--- src/rtl/ac97_cmd_ctrl.sv ---
module ac97_cmd_ctrl #(
  parameter int AW = 8
) (
  input  logic          clk,
  input  logic          rst_n,
  input  logic [AW-1:0] reg_addr,
  input  logic          reg_we,
  input  logic [31:0]   reg_wdata,
  output logic [31:0]   reg_rdata,
  input  logic          bit_clk,
  input  logic          sdata_in,
  output logic          sync,
  output logic          sdata_out,
  output logic          ac_reset_n
);
  localparam logic [AW-1:0] OFS_CTL  = AW'(8'h08);
  localparam logic [AW-1:0] OFS_CADR = AW'(8'h20);
  localparam logic [AW-1:0] OFS_CDAT = AW'(8'h24);
  localparam logic [AW-1:0] OFS_PCML = AW'(8'h28);
  localparam logic [AW-1:0] OFS_PCMR = AW'(8'h2C);
  localparam logic [AW-1:0] OFS_TIE  = AW'(8'h50);
  localparam logic [AW-1:0] OFS_TST  = AW'(8'h54);
  localparam logic [AW-1:0] OFS_RIE  = AW'(8'h58);
  localparam logic [AW-1:0] OFS_RST  = AW'(8'h5C);
  localparam logic [AW-1:0] OFS_ACR  = AW'(8'h60);
  localparam int HDR_BITS = 56;
  localparam logic [7:0] SLOT1_END = 8'd36;
  localparam logic [7:0] SLOT2_END = 8'd56;
  localparam logic [7:0] TAG_BITS  = 8'd16;

  logic [31:0] pcm_l, pcm_r, tx_ie, rx_ie;
  logic        ctl_cold, ctl_warm, ctl_b9, ctl_run, codec_rdy;
  logic [7:0]  cmd_adr;
  logic [15:0] cmd_dat;
  logic [6:0]  acr_bits;
  logic        tx_adr_done, tx_dat_done, rx_adr_rdy, rx_dat_rdy;
  logic        cmd_pend, cur_vld, cur_rd;
  logic [6:0]  cur_idx;
  logic [15:0] cur_dat;
  logic [7:0]  bit_cnt;
  logic        run_seen, sync_q, sdo_q;
  logic [2:0]  bc_s;
  logic [HDR_BITS-1:0] rx_sh;

  wire wr_ctl  = reg_we && reg_addr == OFS_CTL;
  wire wr_cadr = reg_we && reg_addr == OFS_CADR;
  wire wr_cdat = reg_we && reg_addr == OFS_CDAT;
  wire wr_tst  = reg_we && reg_addr == OFS_TST;
  wire wr_rst  = reg_we && reg_addr == OFS_RST;
  wire wr_acr  = reg_we && reg_addr == OFS_ACR;

  wire bc_rise = bc_s[1] & ~bc_s[2];
  wire bc_fall = ~bc_s[1] & bc_s[2];
  wire tx_en   = acr_bits[4];
  wire frame_end = ctl_run && bc_rise && bit_cnt == 8'd255;

  wire [7:0] rx_idx = bit_cnt - 8'd1;
  wire rx_take = bc_fall && ctl_run && run_seen && rx_idx < 8'(HDR_BITS);
  wire [HDR_BITS-1:0] rx_word = {rx_sh[HDR_BITS-2:0], sdata_in};
  wire rx_done = rx_take && rx_idx == 8'(HDR_BITS - 1);
  wire [15:0] rx_tag = rx_word[55:40];
  wire set_rx_adr = rx_done & rx_tag[14];
  wire set_rx_dat = rx_done & rx_tag[13];
  logic rx_unused;
  assign rx_unused = ^{rx_tag[12:0], rx_word[39], rx_word[31:20], rx_word[3:0]};

  wire set_tx_adr = ctl_run && bc_rise && cur_vld && bit_cnt == SLOT1_END;
  wire set_tx_dat = ctl_run && bc_rise && cur_vld && !cur_rd && bit_cnt == SLOT2_END;

  wire [HDR_BITS-1:0] hdr = {cur_vld, cur_vld, cur_vld & ~cur_rd, 13'd0,
                             cur_rd, cur_idx, 12'd0,
                             cur_rd ? 16'd0 : cur_dat, 4'd0};
  wire tx_bit = (bit_cnt < 8'(HDR_BITS)) ? hdr[6'(8'd55 - bit_cnt)] : 1'b0;

  assign sync       = sync_q | (ctl_warm & ~ctl_run);
  assign sdata_out  = sdo_q;
  assign ac_reset_n = ~ctl_cold;

  always_ff @(posedge clk or negedge rst_n) begin
    if (!rst_n) bc_s <= '0;
    else        bc_s <= {bc_s[1:0], bit_clk};
  end

  always_ff @(posedge clk or negedge rst_n) begin
    if (!rst_n) begin
      pcm_l <= '0; pcm_r <= '0; tx_ie <= '0; rx_ie <= '0;
      {ctl_cold, ctl_warm, ctl_b9, ctl_run} <= '0;
      acr_bits <= '0;
    end else begin
      if (reg_we && reg_addr == OFS_PCML) pcm_l <= reg_wdata;
      if (reg_we && reg_addr == OFS_PCMR) pcm_r <= reg_wdata;
      if (reg_we && reg_addr == OFS_TIE)  tx_ie <= reg_wdata;
      if (reg_we && reg_addr == OFS_RIE)  rx_ie <= reg_wdata;
      if (wr_ctl)
        {ctl_cold, ctl_warm, ctl_b9, ctl_run} <=
          {reg_wdata[11], reg_wdata[10], reg_wdata[9], reg_wdata[5]};
      if (wr_acr)
        acr_bits <= {reg_wdata[30], reg_wdata[29], reg_wdata[26], reg_wdata[24],
                     reg_wdata[23], reg_wdata[22], reg_wdata[21]};
    end
  end

  always_ff @(posedge clk or negedge rst_n) begin
    if (!rst_n) begin
      cmd_adr <= '0; cmd_dat <= '0;
    end else begin
      if (wr_cadr)         cmd_adr <= reg_wdata[19:12];
      else if (set_rx_adr) cmd_adr[6:0] <= rx_word[38:32];
      if (wr_cdat)         cmd_dat <= reg_wdata[19:4];
      else if (set_rx_dat) cmd_dat <= rx_word[19:4];
    end
  end

  always_ff @(posedge clk or negedge rst_n) begin
    if (!rst_n) begin
      tx_adr_done <= 1'b0; tx_dat_done <= 1'b0;
      rx_adr_rdy  <= 1'b0; rx_dat_rdy  <= 1'b0;
      codec_rdy   <= 1'b0;
    end else begin
      tx_adr_done <= (tx_adr_done | set_tx_adr) & ~(wr_tst & ~reg_wdata[31]);
      tx_dat_done <= (tx_dat_done | set_tx_dat) & ~(wr_tst & ~reg_wdata[30]);
      rx_adr_rdy  <= (rx_adr_rdy  | set_rx_adr) & ~(wr_rst & ~reg_wdata[22]);
      rx_dat_rdy  <= (rx_dat_rdy  | set_rx_dat) & ~(wr_rst & ~reg_wdata[21]);
      if (ctl_cold)     codec_rdy <= 1'b0;
      else if (rx_done) codec_rdy <= rx_tag[15];
    end
  end

  always_ff @(posedge clk or negedge rst_n) begin
    if (!rst_n) cmd_pend <= 1'b0;
    else        cmd_pend <= wr_cadr | (cmd_pend & ~(frame_end & tx_en));
  end

  always_ff @(posedge clk or negedge rst_n) begin
    if (!rst_n) begin
      bit_cnt <= '0; run_seen <= 1'b0; sync_q <= 1'b0; sdo_q <= 1'b0;
      cur_vld <= 1'b0; cur_rd <= 1'b0; cur_idx <= '0; cur_dat <= '0;
      rx_sh <= '0;
    end else if (!ctl_run) begin
      bit_cnt <= '0; run_seen <= 1'b0; sync_q <= 1'b0; sdo_q <= 1'b0;
      cur_vld <= 1'b0;
    end else begin
      if (bc_rise) begin
        run_seen <= 1'b1;
        sync_q   <= bit_cnt < TAG_BITS;
        sdo_q    <= tx_bit;
        bit_cnt  <= bit_cnt + 8'd1;
        if (bit_cnt == 8'd255) begin
          cur_vld <= cmd_pend & tx_en;
          cur_rd  <= cmd_adr[7];
          cur_idx <= cmd_adr[6:0];
          cur_dat <= cmd_dat;
        end
      end
      if (rx_take) rx_sh <= rx_word;
    end
  end

  always_comb begin
    case (reg_addr)
      OFS_CTL:  reg_rdata = {16'd0, codec_rdy, 3'd0, ctl_cold, ctl_warm, ctl_b9,
                             3'd0, ctl_run, 5'd0};
      OFS_CADR: reg_rdata = {12'd0, cmd_adr, 12'd0};
      OFS_CDAT: reg_rdata = {12'd0, cmd_dat, 4'd0};
      OFS_PCML: reg_rdata = pcm_l;
      OFS_PCMR: reg_rdata = pcm_r;
      OFS_TIE:  reg_rdata = tx_ie;
      OFS_TST:  reg_rdata = {tx_adr_done, tx_dat_done, 30'd0};
      OFS_RIE:  reg_rdata = rx_ie;
      OFS_RST:  reg_rdata = {9'd0, rx_adr_rdy, rx_dat_rdy, 21'd0};
      OFS_ACR:  reg_rdata = {1'b0, acr_bits[6], acr_bits[5], 2'b00, acr_bits[4], 1'b0,
                             acr_bits[3], acr_bits[2], acr_bits[1], acr_bits[0], 21'd0};
      default:  reg_rdata = 32'd0;
    endcase
  end
endmodule


--- config.mk ---
export PLATFORM = sky130hd
export DESIGN_NAME = ac97_cmd_ctrl
export DESIGN_NICKNAME = d
export VERILOG_FILES = /design/src/rtl/ac97_cmd_ctrl.sv
export SDC_FILE = /design/constraint.sdc
export NUM_CORES = 1
export LEC_CHECK = 0
export ABC_AREA = 1
export BUFFER_PORTS_ARGS = -buffer_cell sky130_fd_sc_hd__buf_2
export CAP_MARGIN = 20
export CELL_PAD_IN_SITES_DETAIL_PLACEMENT = 0
export CELL_PAD_IN_SITES_GLOBAL_PLACEMENT = 2
export CORE_UTILIZATION = 34
export CTS_BUF_LIST = sky130_fd_sc_hd__clkbuf_4
export CTS_CLUSTER_DIAMETER = 200
export DETAILED_ROUTE_END_ITERATION = 12
export PLACE_DENSITY = 0.76
export SLEW_MARGIN = 40
export SYNTH_ARGS = -nofsm -noshare
export SYNTH_HDL_FRONTEND = slang
export SYNTH_SLANG_ARGS = --single-unit
--- constraint.sdc ---
create_clock -name clk -period 2.75 [get_ports clk]
set_input_delay 0.825 -clock clk [delete_from_list [all_inputs] [get_ports clk]]
set_output_delay 0.825 -clock clk [all_outputs]
set_load 0.005 [all_outputs]
==> flow_metrics.py <==
metrics = {
    "sta": {
        "slew_headroom_pct": 58.3,
        "finalCriticalPeriod_ns": 3.00,
        "max_freq_ghz": 0.333,
        "setup_viol": 32,
        "final_hold_viol_count": 0,
        "drv_slew": 0,
        "worst_slack_ns": -0.250,
        "worst_pin_slew_ns": 0.619,
        "rsz0062_at_grt": "true",
        "finalCritPeriodShare_pct": 109,
        "fin_skew_ns": 0.0193,
    },
    "power": {
        "p_per_area_mw_per_mm2": 539,
        "p_leak_nw": 7.50,
        "finalPower_mw": 7.97,
        "peakVddDrop_uv": 210,
    },
    "finish": {
        "finalNonFillerCells": 2084,
        "drive_gt1_share_pct": 23.3,
        "syn2layout_area_growth_pct": 24.9,
        "layout.nets": 1638,
        "nFillCells": 3528,
    },
    "flow_run": {
        "maxCapViolCount": 0,
    },
    "global_route": {
        "overflow": 0,
        "grt_pass1_wl_um": 56200,
        "antenna_found_initial": 1,
        "grt_max_degree": 67,
        "grt_use_total_pct": 20.4,
        "grt_pass1_vias": 10056,
    },
    "logic_synthesis": {
        "syn_avg_cell_area_sq_um": 8.34,
        "syn-cell-area_sq_mm": 0.0118,
        "synth_area_leader_cell": "dfrtp_1",
        "yosys_warnings": 0,
        "synth_top_area_share_pct": 55.6,
        "synth.net_count": 1472,
        "synthTopCellsByArea": "dfrtp_1 56%, nand2_1 16%, o21ai_0 8.7%",
        "ys_types": 42,
        "yosysSeqAreaShare_pct": 55.6,
        "ys_ff_latch": 263,
        "synth_cells": 1420,
    },
    "die": {
        "core_sq_mm": 0.0339,
        "ios": 80,
        "start_util_pct": 34.9,
        "die_h_um": 189,
        "die_x_um": 189,
        "dieArea_sq_mm": 0.0356,
        "std_cell_rows": 67,
    },
    "clock_tree": {
        "cts_tree": "built",
        "cts.sinks": 263,
        "cts_buffers": 75,
        "clockBufferDepth": 3,
        "clock_latency_ns": 0.70,
        "clk_pin_slew_worst_paths_ns": 0.06,
        "cts-root-buf": "clkbuf_4",
        "htree_levels": 3,
    },
    "drt": {
        "drtAntennaViolNets": 0,
        "drc": 0,
        "firstDrtPassIters": 6,
        "num_vias": 10152,
        "route.detailed.wl_per_inst_um": 16.9,
        "drtIter0Drc": 638,
        "drt_wl_total_um": 35200,
        "via_per_inst": 4.87,
    },
    "worst_hold_path": {
        "hold_class": "input pin to async pin",
    },
    "outcome": {
        "violations": "setup timing",
        "status": "complete, but fails checks",
    },
    "setup_path": {
        "path_max_fanout": 5,
        "worst-setup-path-type": "input pin to output port",
        "worstPathArrival_ns": 2.18,
        "worstSetupStartpointType": "input pin",
        "crit_path_end_kind": "output port",
        "crit_required_ns": 1.93,
        "ff2ff_setup_slack_ns": 0.45,
    },
    "placement": {
        "place_hpwl_um": 23400,
        "globalplace.congestion": 0.834,
        "dp_cells": 1942,
        "io_buffer_count": 79,
    },
}
==> placed cells by master (no fill, tap or decap), drive strengths merged, types with 2 or more instances in the layout <==
cell type / synthesis / routed
o211ai: 3 / 3
a22oi: 2 / 2
xor2: 4 / 4
clkinv: 1 / 10
inv: 100 / 101
nor4: 3 / 3
mux2: 7 / 7
a221oi: 3 / 3
a211o: 4 / 4
o21ai: 205 / 205
o2111ai: 7 / 7
ha: 7 / 7
nor2: 39 / 39
a21o: 3 / 3
o22ai: 3 / 3
nor3: 10 / 10
nand3: 111 / 111
nand2: 524 / 524
buf: 21 / 160
dfrtp: 263 / 263
nand4: 23 / 23
a21oi: 19 / 19
clkbuf: 51 / 115
==> Yosys cell counts, drive strengths merged <==
cell / instances
a211o: 4
a21boi: 1
a21o: 3
a21oi: 19
a221oi: 3
a22o: 1
a22oi: 2
a31oi: 1
a32o: 1
buf: 21
clkbuf: 51
clkinv: 1
dfrtp: 263
ha: 7
inv: 100
mux2: 7
nand2: 524
nand3: 111
nand4: 23
nor2: 39
nor3: 10
nor4: 3
o2111ai: 7
o211ai: 3
o21ai: 205
o22ai: 3
o2bb2ai: 1
o32ai: 1
or2: 1
xor2: 4
==> sequential cells by signal (all words and copies together) (netlist names), 3 cells and up <==
register  flops
tx_ie        32
rx_ie        32
pcm_r        32
acr_bits      7
bc_s          3
pcm_l        32
rx_sh        55
cmd_dat      16
cmd_adr       8
cur_dat      16
cur_idx       7
bit_cnt       8
==> routing by layer <==
metal / routed length [um] / GRT usage (%) / up-vias
met3: 1620 / 4.17 / 50
li1: - / - / 5026
met4: 715 / 6.95 / 0
met5: 0 / 0 / -
met2: 16000 / 30.8 / 240
met1: 16900 / 28.9 / 4836
==> report_power, final <==
part,internal [mW],total (mW),switching [mW],leakage [nW]
logic,0.111,0.342,0.231,3.33
clock network,1.96,3.59,1.63,0.560
registers,3.98,4.04,0.0634,3.61
==> worst paths after layout <==
kind,start,end,depth (start not counted)
max,reg_addr[7],reg_rdata[14],13
min,rst_n,acr_bits[5]$_DFFE_PN0P_,1
max reg2reg,bit_cnt[4]$_DFFE_PN0P_,rx_sh[35]$_DFFE_PN0P_,11
min reg2reg,bc_s[0]$_DFF_PN0_,bc_s[1]$_DFF_PN0_,0
max in group asynchronous,rst_n,rx_sh[42]$_DFFE_PN0P_,2
min in group clk,bit_clk,bc_s[0]$_DFF_PN0_,1
==> per-stage QoR <==
step           setup slack [ns]  hold WS (ns)  utilization, %  cell area (sq um)  setup TNS [ns]
2_1_floorplan           0.00147         0.331               -              11800               0
3_3_place_gp             -0.490         0.336            39.0              13200          -12.78
3_5_place_dp             -0.489         0.336            39.0              13200          -12.70
4_1_cts                  -0.289        0.0411            42.9              14500           -7.08
5_1_grt                  -0.314        0.0512            43.6              14800           -7.64
6_report                 -0.250        0.0649            43.6              14800           -5.63
==> layout make-up <==
class                           count  area, sq um  area share, %
Antenna cell                        1         2.50         0.0169
Tap cell                          448          561           3.79
Inverter                          101          394           2.67
Clock inverter                     12         75.1          0.508
Clock buffer                      114          856           5.79
Timing Repair Buffer              161         1440           9.77
Multi-Input combinational cell    984         4870           32.9
Sequential cell                   263         6580           44.5
==> cell families after synthesis <==
| family | count (synthesis) | synth area share, % |
|---|---|---|
| adders and majority gates | 7 | 0.740 |
| DFF | 263 | 55.6 |
| AOI/OAI and AO/OA | 255 | 11.6 |
| and+or+nand+nor | 711 | 25.2 |
| muxes | 7 | 0.666 |
| xor gates and xnor gates | 4 | 0.296 |
| buffers and inverters | 173 | 5.92 |
==> repair_timing <==
item | 4_1_cts | 5_1_grt
hold buffers | 0 | 0
setup endpoints to repair | 32 | 32
buffers inserted | 8 | 5
gates cloned | 3 | 1
resized for setup | 77 | 57
pin swaps | 16 | 21
==> critical path: stages <==
cell,delay [ns]
buf_6,0.07
inv_1,0.04
nand2_2,0.07
nor3_2,0.04
buf_4,0.15
nand2_4,0.07
inv_4,0.05
buf_12,0.13
buf_4,0.14
nand2_2,0.06
nand3_2,0.08
a211o_1,0.31
buf_2,0.14
No activity file was read; power rests on OpenSTA's default activity.
